[config.mk]
export PLATFORM = sky130hd
export DESIGN_NAME = pwm4_ctrl
export DESIGN_NICKNAME = d
export VERILOG_FILES = /design/src/rtl/pwm4_pkg.sv /design/src/rtl/pwm4_chan.sv /design/src/rtl/pwm4_flags.sv /design/src/rtl/pwm4_ctrl.sv
export SDC_FILE = /design/constraint.sdc
export NUM_CORES = 1
export LEC_CHECK = 0
export BUFFER_PORTS_ARGS = -buffer_cell sky130_fd_sc_hd__buf_2
export CELL_PAD_IN_SITES_DETAIL_PLACEMENT = 1
export CELL_PAD_IN_SITES_GLOBAL_PLACEMENT = 1
export CORE_UTILIZATION = 40
export DETAILED_ROUTE_END_ITERATION = 6
export GPL_TIMING_DRIVEN = 0
export HOLD_SLACK_MARGIN = 0.15
export PLACE_DENSITY = 0.73
export SLEW_MARGIN = 20
export SYNTH_ARGS = -nofsm -noshare
export SYNTH_HDL_FRONTEND = slang
export SYNTH_SLANG_ARGS = --single-unit
[constraint.sdc]
create_clock -name clk -period 5.11 [get_ports clk]
set_input_delay 1.022 -clock clk [delete_from_list [all_inputs] [get_ports clk]]
set_output_delay 1.022 -clock clk [all_outputs]
set_load 0.01 [all_outputs]
[src/rtl/pwm4_pkg.sv]
`timescale 1ns/1ps
package pwm4_pkg;
  // global register offsets
  localparam int unsigned OFS_START  = 32'h004;
  localparam int unsigned OFS_STOP   = 32'h008;
  localparam int unsigned OFS_STAT   = 32'h00C;
  localparam int unsigned OFS_FLAG   = 32'h01C;
  // channel window
  localparam int unsigned CH_BASE    = 32'h200;
  localparam int unsigned CH_STRIDE  = 32'h020;
  // offsets inside one channel window
  localparam int unsigned OFS_MODE    = 32'h00;
  localparam int unsigned OFS_DUTY    = 32'h04;
  localparam int unsigned OFS_DUTY_NX = 32'h08;
  localparam int unsigned OFS_PER     = 32'h0C;
  localparam int unsigned OFS_PER_NX  = 32'h10;
  // polarity bit position in the mode register
  localparam int unsigned POL_BIT     = 9;

  typedef enum logic [2:0] {
    SEL_NONE, SEL_MODE, SEL_DUTY, SEL_DUTY_NX, SEL_PER, SEL_PER_NX
  } chan_sel_e;
endpackage

[src/rtl/pwm4_chan.sv]
`timescale 1ns/1ps
module pwm4_chan
  import pwm4_pkg::*;
#(
  parameter int CNT_W   = 16,
  parameter int PRE_W   = 4,
  parameter int MAX_PRE = 10,
  parameter int DATA_W  = 32
) (
  input  logic              clk,
  input  logic              rst,
  input  chan_sel_e         sel_i,
  input  logic              wr_i,
  input  logic [DATA_W-1:0] wdata_i,
  input  logic              start_i,
  input  logic              stop_i,
  output logic              run_o,
  output logic              end_o,
  output logic              pwm_o,
  output logic [DATA_W-1:0] rd_o
);
  localparam int DIV_W = MAX_PRE + 1;

  logic             run_q, stop_q, pol_q, pwm_q;
  logic [PRE_W-1:0] pre_q, eff_pre;
  logic [CNT_W-1:0] per_q, duty_q, per_nx_q, duty_nx_q, cnt_q;
  logic             per_pend_q, duty_pend_q;
  logic [DIV_W-1:0] div_q, tick_lim;
  logic [CNT_W:0]   cnt_inc;
  logic             tick, end_w;
  logic             wr_mode, wr_duty, wr_duty_nx, wr_per, wr_per_nx;

  assign eff_pre  = (pre_q > PRE_W'(MAX_PRE)) ? PRE_W'(MAX_PRE) : pre_q;
  assign tick_lim = ~({DIV_W{1'b1}} << eff_pre);
  assign tick     = run_q && (div_q == tick_lim);
  assign cnt_inc  = (CNT_W+1)'(cnt_q) + (CNT_W+1)'(1);
  assign end_w    = tick && (cnt_inc >= (CNT_W+1)'(per_q));

  assign wr_mode    = wr_i && (sel_i == SEL_MODE);
  assign wr_duty    = wr_i && (sel_i == SEL_DUTY);
  assign wr_duty_nx = wr_i && (sel_i == SEL_DUTY_NX);
  assign wr_per     = wr_i && (sel_i == SEL_PER);
  assign wr_per_nx  = wr_i && (sel_i == SEL_PER_NX);

  always_ff @(posedge clk) begin
    if (rst) begin
      run_q <= 1'b0; stop_q <= 1'b0; pol_q <= 1'b0; pwm_q <= 1'b0;
      pre_q <= '0; per_q <= '0; duty_q <= '0; per_nx_q <= '0; duty_nx_q <= '0;
      cnt_q <= '0; div_q <= '0; per_pend_q <= 1'b0; duty_pend_q <= 1'b0;
    end else begin
      pwm_q <= (run_q && (cnt_q >= duty_q)) ? ~pol_q : pol_q;
      // tick and period counting
      if (run_q) begin
        if (tick) begin
          div_q <= '0;
          cnt_q <= end_w ? '0 : cnt_q + 1'b1;
        end else begin
          div_q <= div_q + 1'b1;
        end
      end
      // start / stop sequencing
      if (start_i) begin
        run_q  <= 1'b1;
        stop_q <= 1'b0;
        if (!run_q) begin
          cnt_q <= '0;
          div_q <= '0;
        end
      end else if (end_w && stop_q) begin
        run_q  <= 1'b0;
        stop_q <= 1'b0;
      end else if (stop_i && run_q) begin
        stop_q <= 1'b1;
      end
      // boundary reloads, bus writes take priority
      if (end_w && per_pend_q) begin
        per_q      <= per_nx_q;
        per_pend_q <= 1'b0;
      end
      if (end_w && duty_pend_q) begin
        duty_q      <= duty_nx_q;
        duty_pend_q <= 1'b0;
      end
      if (wr_per)  per_q  <= wdata_i[CNT_W-1:0];
      if (wr_duty) duty_q <= wdata_i[CNT_W-1:0];
      if (wr_per_nx) begin
        per_nx_q   <= wdata_i[CNT_W-1:0];
        per_pend_q <= 1'b1;
      end
      if (wr_duty_nx) begin
        duty_nx_q   <= wdata_i[CNT_W-1:0];
        duty_pend_q <= 1'b1;
      end
      if (wr_mode) begin
        pre_q <= wdata_i[PRE_W-1:0];
        pol_q <= wdata_i[POL_BIT];
      end
    end
  end

  always_comb begin
    rd_o = '0;
    case (sel_i)
      SEL_MODE: begin
        rd_o[PRE_W-1:0] = pre_q;
        rd_o[POL_BIT]   = pol_q;
      end
      SEL_DUTY:    rd_o[CNT_W-1:0] = duty_q;
      SEL_DUTY_NX: rd_o[CNT_W-1:0] = duty_nx_q;
      SEL_PER:     rd_o[CNT_W-1:0] = per_q;
      SEL_PER_NX:  rd_o[CNT_W-1:0] = per_nx_q;
      default:     rd_o = '0;
    endcase
  end

  assign run_o = run_q;
  assign end_o = end_w;
  assign pwm_o = pwm_q;

  // a channel only stops at the end of a period with a stop pending
  p_stop_at_end_r8: assert property (@(posedge clk) disable iff (rst)
    $fell(run_q) |-> $past(end_w && stop_q));
  // a running channel keeps running unless it reaches a stopping end
  p_run_hold_r8: assert property (@(posedge clk) disable iff (rst)
    (run_q && !(end_w && stop_q)) |=> run_q);
  // a stopped channel shows its inactive level
  p_idle_level_r5: assert property (@(posedge clk) disable iff (rst)
    !run_q |=> (pwm_q == $past(pol_q)));
  // pending duty is taken in at the boundary
  p_duty_apply_r6: assert property (@(posedge clk) disable iff (rst)
    (end_w && duty_pend_q && !wr_duty) |=> (duty_q == $past(duty_nx_q)));
endmodule

[src/rtl/pwm4_flags.sv]
`timescale 1ns/1ps
module pwm4_flags #(
  parameter int NCH = 4
) (
  input  logic           clk,
  input  logic           rst,
  input  logic [NCH-1:0] set_i,
  input  logic           clr_i,
  output logic [NCH-1:0] flags_o
);
  logic [NCH-1:0] flags_q;

  always_ff @(posedge clk) begin
    if (rst) flags_q <= '0;
    else     flags_q <= (clr_i ? '0 : flags_q) | set_i;
  end

  assign flags_o = flags_q;

  // a new event survives a same-cycle read clear
  p_set_kept_r7: assert property (@(posedge clk) disable iff (rst)
    (set_i != '0) |=> ((flags_o & $past(set_i)) == $past(set_i)));
  // a read with no new event leaves the register empty
  p_clear_r7: assert property (@(posedge clk) disable iff (rst)
    (clr_i && (set_i == '0)) |=> (flags_o == '0));
endmodule

[src/rtl/pwm4_ctrl.sv]
`timescale 1ns/1ps
module pwm4_ctrl
  import pwm4_pkg::*;
#(
  parameter int NCH     = 4,
  parameter int CNT_W   = 16,
  parameter int PRE_W   = 4,
  parameter int MAX_PRE = 10,
  parameter int ADDR_W  = 12,
  parameter int DATA_W  = 32
) (
  input  logic              clk,
  input  logic              rst,
  input  logic [ADDR_W-1:0] bus_addr,
  input  logic [DATA_W-1:0] bus_wdata,
  input  logic              bus_wr,
  input  logic              bus_rd,
  output logic [DATA_W-1:0] bus_rdata,
  output logic [NCH-1:0]    pwm_o
);
  localparam int CH_W   = $clog2(NCH);
  localparam int CH_SH  = $clog2(CH_STRIDE);
  localparam int CH_END = CH_BASE + NCH * CH_STRIDE;

  logic              in_ch;
  logic [CH_W-1:0]   ch_idx;
  logic [CH_SH-1:0]  ofs;
  chan_sel_e         csel;
  logic              is_start, is_stop, is_flag_rd;
  logic [NCH-1:0]    run_v, end_v, pwm_v, flags;
  logic [DATA_W-1:0] chan_rd [NCH];
  logic [DATA_W-1:0] rd_mux, rdata_q;
  logic              legal_rd;

  assign in_ch  = (bus_addr >= ADDR_W'(CH_BASE)) && (bus_addr < ADDR_W'(CH_END));
  assign ch_idx = bus_addr[CH_SH +: CH_W];
  assign ofs    = bus_addr[CH_SH-1:0];

  always_comb begin
    csel = SEL_NONE;
    if (in_ch) begin
      case (ofs)
        CH_SH'(OFS_MODE):    csel = SEL_MODE;
        CH_SH'(OFS_DUTY):    csel = SEL_DUTY;
        CH_SH'(OFS_DUTY_NX): csel = SEL_DUTY_NX;
        CH_SH'(OFS_PER):     csel = SEL_PER;
        CH_SH'(OFS_PER_NX):  csel = SEL_PER_NX;
        default:             csel = SEL_NONE;
      endcase
    end
  end

  assign is_start   = bus_wr && (bus_addr == ADDR_W'(OFS_START));
  assign is_stop    = bus_wr && (bus_addr == ADDR_W'(OFS_STOP));
  assign is_flag_rd = bus_rd && (bus_addr == ADDR_W'(OFS_FLAG));

  for (genvar g = 0; g < NCH; g++) begin : g_ch
    chan_sel_e sel_g;
    assign sel_g = (ch_idx == CH_W'(g)) ? csel : SEL_NONE;
    pwm4_chan #(
      .CNT_W(CNT_W), .PRE_W(PRE_W), .MAX_PRE(MAX_PRE), .DATA_W(DATA_W)
    ) u_chan (
      .clk     (clk),
      .rst     (rst),
      .sel_i   (sel_g),
      .wr_i    (bus_wr),
      .wdata_i (bus_wdata),
      .start_i (is_start && bus_wdata[g]),
      .stop_i  (is_stop && bus_wdata[g]),
      .run_o   (run_v[g]),
      .end_o   (end_v[g]),
      .pwm_o   (pwm_v[g]),
      .rd_o    (chan_rd[g])
    );
  end

  pwm4_flags #(.NCH(NCH)) u_flags (
    .clk     (clk),
    .rst     (rst),
    .set_i   (end_v),
    .clr_i   (is_flag_rd),
    .flags_o (flags)
  );

  always_comb begin
    rd_mux   = '0;
    legal_rd = 1'b0;
    if (bus_addr == ADDR_W'(OFS_STAT)) begin
      rd_mux   = DATA_W'(run_v);
      legal_rd = 1'b1;
    end else if (bus_addr == ADDR_W'(OFS_FLAG)) begin
      rd_mux   = DATA_W'(flags);
      legal_rd = 1'b1;
    end else if (csel != SEL_NONE) begin
      rd_mux   = chan_rd[ch_idx];
      legal_rd = 1'b1;
    end
  end

  always_ff @(posedge clk) begin
    if (rst)         rdata_q <= '0;
    else if (bus_rd) rdata_q <= rd_mux;
    else             rdata_q <= '0;
  end

  assign bus_rdata = rdata_q;
  assign pwm_o     = pwm_v;

  // undefined offsets read back as zero
  p_undef_zero_r9: assert property (@(posedge clk) disable iff (rst)
    (bus_rd && !legal_rd) |=> (bus_rdata == '0));
  // no read, no data
  p_idle_rdata_r3: assert property (@(posedge clk) disable iff (rst)
    !bus_rd |=> (bus_rdata == '0));
endmodule

# Word level (Yosys, flattened, before mapping)
# Index checks and enable logic that the tools add are counted.
dict set report classes {
  add_sub_neg 12
  order_cmp 15
  eq_ne 35
  shifts 4
  muxes 113
  n_bitwise 12
  n_reduce_logical 89
}
# cell count
set op_table {}
lappend op_table {{2-to-1 mux 16 bit} 36}
lappend op_table {{2-to-1 mux 11 bit} 16}
lappend op_table {{one-hot mux 6 bit (4 select lines)} 4}
lappend op_table {{one-hot mux 4 bit (5 select lines)} 4}
lappend op_table {{one-hot mux 5 bit (4 select lines)} 4}
lappend op_table {{adder 16 x 1 -> 17 bit, second input constant} 4}
lappend op_table {{>= comparator 17 x 16 -> 1 bit} 4}
lappend op_table {{adder 16 x 1 -> 16 bit, second input constant} 4}
lappend op_table {{binary-select mux 32 bit (select 2 bit)} 1}
lappend op_table {{>= comparator 16 bit} 4}
lappend op_table {{2-to-1 mux 32 bit} 2}
lappend op_table {{logical AND 1 bit} 60}
lappend op_table {{adder 11 x 1 -> 11 bit, second input constant} 4}
lappend op_table {{== test 11 bit} 4}
lappend op_table {{inverter 11 bit} 4}
lappend op_table {{<< shifter 11 x 4 -> 11 bit, first input constant} 4}
lappend op_table {{nonzero test 2 bit} 20}
lappend op_table {{2-to-1 mux 4 bit} 8}
lappend op_table {{2-to-1 mux 1 bit} 28}
lappend op_table {{== test 12 x 4 -> 1 bit, second input constant} 2}
lappend op_table {{== test 3 x 2 -> 1 bit, second input constant} 8}
lappend op_table {{== test 3 bit, second input constant} 8}
lappend op_table {{one-hot mux 1 bit (5 select lines)} 4}
lappend op_table {{> comparator 4 bit, second input constant} 4}
lappend op_table {{22 further kinds} 39}
dict set report totals {
  reg_bits 440
  in_bits 48
}

# Longest topological paths before layout
# Gate-level depths: netlist (run 1).
dict set report logic_depth {
  depth_word 12
  ltp_mapped 17
}

# Modules after synthesis
# From an unflattened synthesis (run 1), not the netlist that was laid out.
dict set report unflattened {
  hier_cells 3204
  area_unflattened_um2 26600.5
}
# mod instances cells_each area_each_um2
set by_module_without_submodules {}
lappend by_module_without_submodules {{pwm4_chan at g_ch[0].u_chan ...} 3 760 6103.4}
lappend by_module_without_submodules {{pwm4_chan at g_ch[1].u_chan} 1 743 6147.1}
lappend by_module_without_submodules {pwm4_ctrl 1 165 2003.2}
lappend by_module_without_submodules {pwm4_flags 1 16 140.1}

# Worst setup path before layout (run 1)
# No wires, ideal clock.
dict set report synth_path {
  path_type {register to register}
  startpoint {register g_ch[0].u_chan.cnt_q[0]}
  endpoint {register g_ch[0].u_chan.duty_q[10]}
  arrival_time_ns 3.421
  required_ns 4.982
  setup_slack_ns 1.561
  path_stages_with_launch 18
  synth_period_minus_slack_ns 3.549
  path_cell_list {dfxtp_1 -> ha_1 -> and3_1 -> and3_1 -> nand3_1 -> nor2_1 -> nand3_1 -> xnor2_1 -> ha_1 -> a21oi_1 -> o21ai_0 -> a211oi_1 -> o21a_1 -> nor2_1 -> o211ai_4 -> buf_4 -> mux2i_1 -> o21ai_0}
}
dict set report synth_via {
  elab_chain_cells 5
}
# item line
set synth_lines {}
lappend synth_lines {{start: declaration} pwm4_chan.sv:26} ;# logic [CNT_W-1:0] per_q, duty_q, per_nx_q, duty_nx_q, cnt_q;
lappend synth_lines {{start signal: assignment} pwm4_chan.sv:56} ;# cnt_q <= end_w ? '0 : cnt_q + 1'b1;
lappend synth_lines {{adder 16 x 1 -> 17 bit} pwm4_chan.sv:36} ;# assign cnt_inc = (CNT_W+1)'(cnt_q) + (CNT_W+1)'(1);
lappend synth_lines {{>= comparator 17 x 16 -> 1 bit} pwm4_chan.sv:37} ;# assign end_w = tick && (cnt_inc >= (CNT_W+1)'(per_q));
lappend synth_lines {{logical AND 1 bit} pwm4_chan.sv:37}
lappend synth_lines {{logical AND 1 bit} pwm4_chan.sv:80} ;# if (end_w && duty_pend_q) begin
lappend synth_lines {{nonzero test 2 bit (no source line)} -}
lappend synth_lines {{end signal: assignment} pwm4_chan.sv:81} ;# duty_q <= duty_nx_q;
lappend synth_lines {{end signal: assignment} pwm4_chan.sv:85} ;# if (wr_duty) duty_q <= wdata_i[CNT_W-1:0];
lappend synth_lines {{end: declaration} pwm4_chan.sv:26}
# No other way between the ends.
# A chain may end at the register's enable or synchronous reset.

# Final worst setup path (run 1)
dict set report layout_path {
  startpoint {register g_ch[0].u_chan.cnt_q[0]}
  endpoint {register g_ch[0].u_chan.cnt_q[0]}
}
dict set report layout_via {
  elab_chain_cells 8
  elab_cells_between_ends 9
  classes_between {2 x add/sub; 1 x order compare; 5 x mux; 1 x reduce/logical}
}
# item line
set layout_lines {}
lappend layout_lines {{adder 16 x 1 -> 17 bit} pwm4_chan.sv:36}
lappend layout_lines {{>= comparator 17 x 16 -> 1 bit} pwm4_chan.sv:37}
lappend layout_lines {{logical AND 1 bit} pwm4_chan.sv:37}
lappend layout_lines {{2-to-1 mux 16 bit} pwm4_chan.sv:56}
lappend layout_lines {{2-to-1 mux 16 bit} pwm4_chan.sv:54} ;# if (tick) begin
lappend layout_lines {{2-to-1 mux 16 bit *} pwm4_chan.sv:53} ;# if (run_q) begin
lappend layout_lines {{2-to-1 mux 16 bit} pwm4_chan.sv:65} ;# if (!run_q) begin
lappend layout_lines {{2-to-1 mux 16 bit *} pwm4_chan.sv:62} ;# if (start_i) begin
# Every way passes the cells marked *; elsewhere a longest branch is shown, timed or not.

==> results of run 1 <==
-- cell type report --
type | instances | area, um^2 | share of cell area
Multi-Input combinational cell | 2154 | 14120 | 0.5211
Sequential cell | 424 | 8488 | 0.3133
Clock buffer | 77 | 1536 | 0.05670
Buffer | 222 | 1027 | 0.03791
Tap cell | 773 | 967.2 | 0.03569
Inverter | 150 | 563.0 | 0.02078
Timing Repair Buffer | 40 | 215.2 | 0.007942
Clock inverter | 17 | 165.2 | 0.006095
Antenna cell | 5 | 12.51 | 0.0004618
-- sequential cells by signal, summed over array words and instances (netlist names) --
signal	count
u_flags.flags_o	4
g_ch.u_chan.per_pend_q	4
g_ch.u_chan.stop_q	4
g_ch.u_chan.per_nx_q	64
g_ch.u_chan.duty_pend_q	4
g_ch.u_chan.pwm_o	4
g_ch.u_chan.cnt_q	64
g_ch.u_chan.per_q	64
g_ch.u_chan.pol_q	4
bus_rdata	16
g_ch.u_chan.duty_nx_q	64
g_ch.u_chan.pre_q	16
g_ch.u_chan.run_o	4
g_ch.u_chan.div_q	44
g_ch.u_chan.duty_q	64
-- cells in the final DEF (no fill, tap or decap), types with 8 or more instances in the layout --
cell,instances
o21ai_0,92
inv_1,150
nand2b_1,22
or3_1,10
conb_1,16
nand2_1,363
a21o_1,28
clkinv_2,12
buf_4,24
a22oi_1,55
a22o_1,12
and3_1,45
a21oi_1,191
buf_1,17
and2_1,8
a31oi_1,17
o22ai_1,11
clkbuf_1,159
mux2i_1,200
xor2_1,81
clkbuf_2,11
nand3_1,85
nor2b_1,20
ha_1,136
a222oi_1,8
buf_2,52
nand4_1,39
and4_1,11
xnor2_1,45
clkbuf_16,53
a211oi_1,126
a221oi_1,21
buf_6,9
mux2_2,8
clkbuf_8,12
dfxtp_1,424
nor4_1,10
mux4_2,13
nor3_1,24
nor2_1,340
-- critical path: cells and delay by family, from the launching register on --
family,cells,cell delay [ns]
adder cells (fa/ha/maj),2,0.64
AND/OR/NAND/NOR,8,2.34
flip-flops,1,0.46
AO/OA/AOI/OAI,5,1.05
XOR/XNOR,1,0.18
-- how the worst max path moves through the flow --
stage                     cells after the start  slack (ns)                   endpoint
final                                        16        0.35    g_ch[0].u_chan.cnt_q[0]
after CTS                                    16        0.39    g_ch[0].u_chan.cnt_q[0]
after detailed placement                      8        0.23               bus_rdata[6]
after global placement                        8       -0.06    g_ch[2].u_chan.cnt_q[4]
after global routing                         16       0.004    g_ch[0].u_chan.cnt_q[0]
after floorplan                              17        1.56  g_ch[0].u_chan.duty_q[10]
-- layer usage --
layer | share of wire | GRT usage
met1 | 0.42 | 0.4955
met2 | 0.45 | 0.6153
met3 | 0.075 | 0.05839
met4 | 0.055 | 0.1866
met5 | 0.00060 | 0
-- cell families after synthesis --
group           Yosys count  synth area share
compound gates          641            0.1765
fa+ha+maj               138           0.07140
xor+xnor                126           0.04576
flops                   424            0.3520
mux                     221           0.09889
simple gates           1012            0.1897
other cells               1         0.0001555
buf+inv                 372           0.06553
-- where the power goes --
group | internal [mW] | switching, mW | total, mW
logic | 0.0508 | 0.279 | 0.330
clock network | 2.22 | 1.55 | 3.77
registers | 3.31 | 0.000572 | 3.31
==> summary.md, run 1 <==
| Metric | Value |
|---|---|
| Sink Count | 424 |
| ANT nets after route | 0 |
| Initial antenna violation count | 15 |
| P per Cell Area | 273.4 nW/um^2 |
| Residual DRC | 0 |
| HP Start | u_flags.flags_o[0] |
| Layout cells sized above 1 | 0.07361 |
| Core box area | 59240 um^2 |
| Min-Delay Endpoint | u_flags.flags_o[0] |
| Die H | 247.5 um |
| Worst setup margin | 0.3522 ns |
| Non-filler cells, final | 3862 |
| Synth top area cells | dfxtp_1, mux2i_1, ha_1 |
| Mapped Cells | 2935 |
| Syn Std Cell Area | 24110 um^2 |
| Final WL | 117800 um |
| Clock Skew | 0.02216 ns |
| Die X | 247.5 um |
| Final Setup Violations | 0 |
| VDD IR-drop max | 0.0002686 V |
| Min Tclk post-route | 4.758 ns |
| Worst Hold Slack | 0.4747 ns |
| EDFF count, synth | 0 |
| Lkg Pwr | 10.81 nW |
| Max-Slew Margin vs Limit | 0.1130 |
| Most frequent cell after synthesis | dfxtp_1 |
| Slew @ Worst Pin | 1.331 ns |
| DIE AREA | 61270 um^2 |
| Max-Cap Viols | 0 |
| Worst r2r path cells | 16 |
| Top cell type's share of synthesized area | 0.3520 |
| Synth unique cells | 86 |
| CTS Root Cell | clkbuf_16 |
| Synth top cells by count | dfxtp_1, nand2_1, nor2_1 |
| Register area share after synthesis | 0.3520 |
| Yosys warnings | 0 |
| Peak Freq | 210.2 MHz |
| TritonCTS clock tree | done |
| RD Place Congestion | 1.054 |
| Vias in the first global route | 23910 |
| WP data required | 5.63 ns |
| Post-DP HPWL | 90260 um |
| Grt total ovfl | 0 |
| Initial Utilization | 0.4070 |
| Critical-path top delay cell | nor2_1 |
| RSZ-0062 raised after global routing | no |
| Period utilisation layout | 0.9311 |
| Clock slew at reported path FFs | 0.06 ns |
| Setup crit end kind | flop |
| Top-level I/O count | 84 |
| Clk Latency, worst-skew pair | 0.62 ns |
| Layout area overhead | 12.36% |
| Worst setup path category | flop to flop |
| Fin Setup TNS | 0 ns |
| H-tree depth | 2 |
| Initial DRC Count | 2321 |
| Hold depth | 2 |
| Site Rows | 89 |
| # port buffers | 37 |
| Fin area | 27100 um^2 |
| Post-synth ARST share | 0 |
| Status | finished clean |
| Critical Path Start Type | flop |
| Cell Chain, Critical Path | ha_1 > and3_1 > and3_1 > nand3_1 > nor2_1 > nand3_1 > xnor2_1 > ha_1 > a21oi_1 > o21ai_0 > a211oi_1 > o21a_1 > nor2_1 > nor2_1 > nand2_1 > o31ai_1 |
| Hold_buf cts | 0 |
| Final core utilization | 0.4574 |
| Syn Area/Cell | 8.216 um^2 |
| Dpl cells | 3762 |
| Post-CTS setup buffer count | 0 |
| Most numerous cell on the critical path | nor2_1 |
| CP peak stage delay | 0.63 ns |
| Worst reg-to-reg setup slack | 0.35 ns |
| Placed inst area | 25370 um^2 |
| CP max FO | 9 |
| CTS buffer count | 51 |
| Total track usage | 0.3815 |
| Pwr Total | 7.407 mW |
| Pre-antenna DRT Iters | 7 |
| Via count | 23930 |
| Drt wl/cell | 30.51 um |
| Main synth FF type | dfxtp_1 |
| Synthesized flop and latch total | 424 |
| Post-Place Setup Slack | 0.2254 ns |
| Final Slew Violations | 0 |
| Worst flop-to-flop path endpoint | g_ch[0].u_chan.cnt_q[0] |
| Max Buffers Root-to-Sink | 3 |
| Worst Setup SP | g_ch[0].u_chan.cnt_q[0] |
| First-pass GRT wire length | 167600 um |
| Filler Cells Inserted | 7113 |
| Resized cells post-CTS | 0 |
| Via density | 6.195 |
| Synth area leader | dfxtp_1 |
| Critical Path AT | 5.28 ns |
| Hold Crit Class | flop to flop |
| Final count of hold timing violations | 0 |
| Largest net degree at the start of global routing | 13 |
| Nets | 3227 |
| Reg2reg start | g_ch[0].u_chan.cnt_q[0] |
No activity file was read; power rests on OpenSTA's default activity.
==> run 2: changes to the inputs <==
Settings changed: PLACE_DENSITY 0.73 to 0.76.
Clock period 5.11 ns to 4.1 ns, I/O delays scaled along.
==> run 2 against run 1 <==
  * The flow now finishes with violations (DRC)
  * Final area grew 1.1%
  * Hold slack lost 0.0064 ns
  * Critical endpoint is now bus_rdata[3]
  * Routed wire length grew 0.25%
  * Flip-flop and latch count is the same
  * Largest power group unchanged
  * Count of clock-buffer cells in the layout decreased by 7
==> summary.md, run 2 (same netlist as run 1, synthesis figures left out) <==
| Metric | Value |
|---|---|
| Worst setup path category | input port to flop |
| Cell Chain, Critical Path | clkbuf_1 > nor2_1 > and3_1 > clkbuf_1 > clkbuf_1 > a22oi_1 > nand3_1 > nand4_1 > o21ai_0 |
| Lkg Pwr | 10.95 nW (+1.3%) |
| CP peak stage delay | 0.92 ns (+0.29 ns) |
| Met3 routed WL | 9049 um (+2.1%) |
| Initial DRC Count | 1945 (-16%) |
| Hold Crit Class | flop to flop |
| # port buffers | 37 (unchanged) |
| Site Rows | 89 (unchanged) |
| Core box area | 59240 um^2 (unchanged) |
| RD Place Congestion | 1.044 (-1.0%) |
| Max-Cap Viols | 0 (unchanged) |
| Failing checks | DRC |
| Max Buffers Root-to-Sink | 3 (unchanged) |
| Grt total ovfl | 0 (unchanged) |
| Via count | 24000 (+0.33%) |
| Commonest cells after routing, fill and taps aside | dfxtp_1, nand2_1, nor2_1 |
| CTS Root Cell | clkbuf_16 |
| CP max FO | 10 (+1) |
| Total track usage | 0.3824 (+0.0009138) |
| Fin Setup TNS | 0 ns (unchanged) |
| Sink Count | 424 (unchanged) |
| Die H | 247.5 um (unchanged) |
| ANT nets after route | 0 (unchanged) |
| Final Setup Violations | 0 (unchanged) |
| Clock Skew | 0.02560 ns (+0.003441 ns) |
| CP delay by family, top | buffers and inverters |
| Critical Path Start Type | input port |
| WP buf/inv | 3 (+3) |
| Layout cells sized above 1 | 0.08611 (+0.01251) |
| Setup crit end kind | flop |
| Pre-antenna DRT Iters | 7 (unchanged) |
| Max Used Layer | met5 |
| Via density | 6.210 (+0.25%) |
| Critical-path top delay cell | clkbuf_1 |
| Worst Hold Slack | 0.4683 ns (-0.006374 ns) |
| Pwr Total | 9.555 mW (+29%) |
| WP data required | 4.63 ns (-1.00 ns) |
| TritonCTS clock tree | done |
| Met2 Wirelength | 52170 um (-1.3%) |
| Final WL | 118100 um (+0.25%) |
| Period utilisation layout | 0.9969 |
| Min Tclk post-route | 4.087 ns |
| Final count of hold timing violations | 0 (unchanged) |
| Status | complete, but fails checks |
| Met1 Wirelength | 49340 um (-0.30%) |
| CTS buffer count | 52 (+2.0%) |
| Clk Latency, worst-skew pair | 0.63 ns (about the same) |
| Critical Path AT | 4.62 ns (-0.66 ns) |
| P per Cell Area | 348.8 nW/um^2 (+28%) |
| Top-level I/O count | 84 (unchanged) |
| Vias in the first global route | 24210 (+1.3%) |
| Largest net degree at the start of global routing | 14 (+1) |
| Initial Utilization | 0.4070 (unchanged) |
| Peak Freq | 244.7 MHz |
| Initial antenna violation count | 7 (-8) |
| Final Slew Violations | 0 (unchanged) |
| Clock slew at reported path FFs | 0.06 ns (about the same) |
| Most common cell after layout, fill and taps aside | dfxtp_1 |
| VDD IR-drop max | 0.0003572 V (+33%) |
| Nets | 3231 (+0.12%) |
| Residual DRC | 11 (+11) |
| First-pass GRT wire length | 168400 um (+0.48%) |
| Post-DP HPWL | 89770 um (-0.54%) |
| Filler Cells Inserted | 7190 (+1.1%) |
| DIE AREA | 61270 um^2 (unchanged) |
| Slew @ Worst Pin | 1.308 ns (-0.02212 ns) |
| Max-Slew Margin vs Limit | 0.1277 (+0.01474) |
| Drt wl/cell | 30.56 um (+0.18%) |
| Most numerous cell on the critical path | clkbuf_1 |
| Die X | 247.5 um (unchanged) |
| H-tree depth | 2 (unchanged) |
| Layout area overhead | 13.60% |
run 2: changes by cell type in the layout (fill, tap and decap cells not counted), sizes merged:
cell / delta
clkbuf: -6
bufinv: +4
buf: +2
clkinvlp: +2
diode: -2
inv: +2
clkinv: +1
run 2: stage by stage:
stage | cell area (um^2) | util | instances | setup WS [ns]
6_report | 27390 | 0.4624 | 3865 | 0.01290
3_3_place_gp | 25320 | 0.4275 | 3760 | -0.8921
2_1_floorplan | 24170 | - | 2950 | 0.5511
4_1_cts | 27260 | 0.4601 | 3860 | 0.005662
5_1_grt | 27390 | 0.4623 | 3862 | -0.01082
3_5_place_dp | 25370 | 0.4283 | 3762 | -0.6387
run 2: metal layers:
| layer | vias up | track usage |
|---|---|---|
| met5 | - | 0 |
| met4 | 8 | 0.2005 |
| met3 | 355 | 0.07461 |
| met2 | 1004 | 0.6044 |
| met1 | 12090 | 0.4918 |
| li1 | 10550 | - |
run 2: path summary, 6_finish.rpt:
| kind | startpoint | to | slack [ns] | depth (start not counted) |
|---|---|---|---|---|
| hold / removal | u_flags.flags_o[0] | u_flags.flags_o[0] | 0.47 | 2 |
| setup / recovery | bus_addr[3] | bus_rdata[3] | 0.01 | 9 |
| hold reg to reg | u_flags.flags_o[0] | u_flags.flags_o[0] | 0.47 | 2 |
| setup reg to reg | g_ch[2].u_chan.cnt_q[0] | g_ch[2].u_chan.duty_q[10] | 0.20 | 17 |
run 2: tightest hold or removal path: cells and delay by family, from the launching register on:
family	cells	cell delay [ns]
flops	1	0.31
simple gates	1	0.06
compound gates	1	0.06
run 2: final cells by class:
class	count	area (um^2)	area share
Inverter	150	563.0	0.02055
Timing Repair Buffer	43	234.0	0.008541
Tap cell	773	967.2	0.03531
Multi-Input combinational cell	2154	14270	0.5209
Antenna cell	3	7.507	0.0002740
Buffer	222	1033	0.03773
Clock buffer	70	1500	0.05476
Clock inverter	26	322.8	0.01178
Sequential cell	424	8496	0.3101
run 2: repair_timing:
action,CTS,global route
pin swaps,2,4
resized for setup,14,36
setup endpoints to repair,91,180
hold buffers,0,0
setup buffers,2,2
run 2: where the power goes:
part | internal, mW | switching [mW] | total, mW
Combinational | 0.0618 | 0.343 | 0.405
Sequential | 4.12 | 0.000695 | 4.12
Clock | 3.00 | 2.03 | 5.03
Total | 7.18 | 2.37 | 9.55
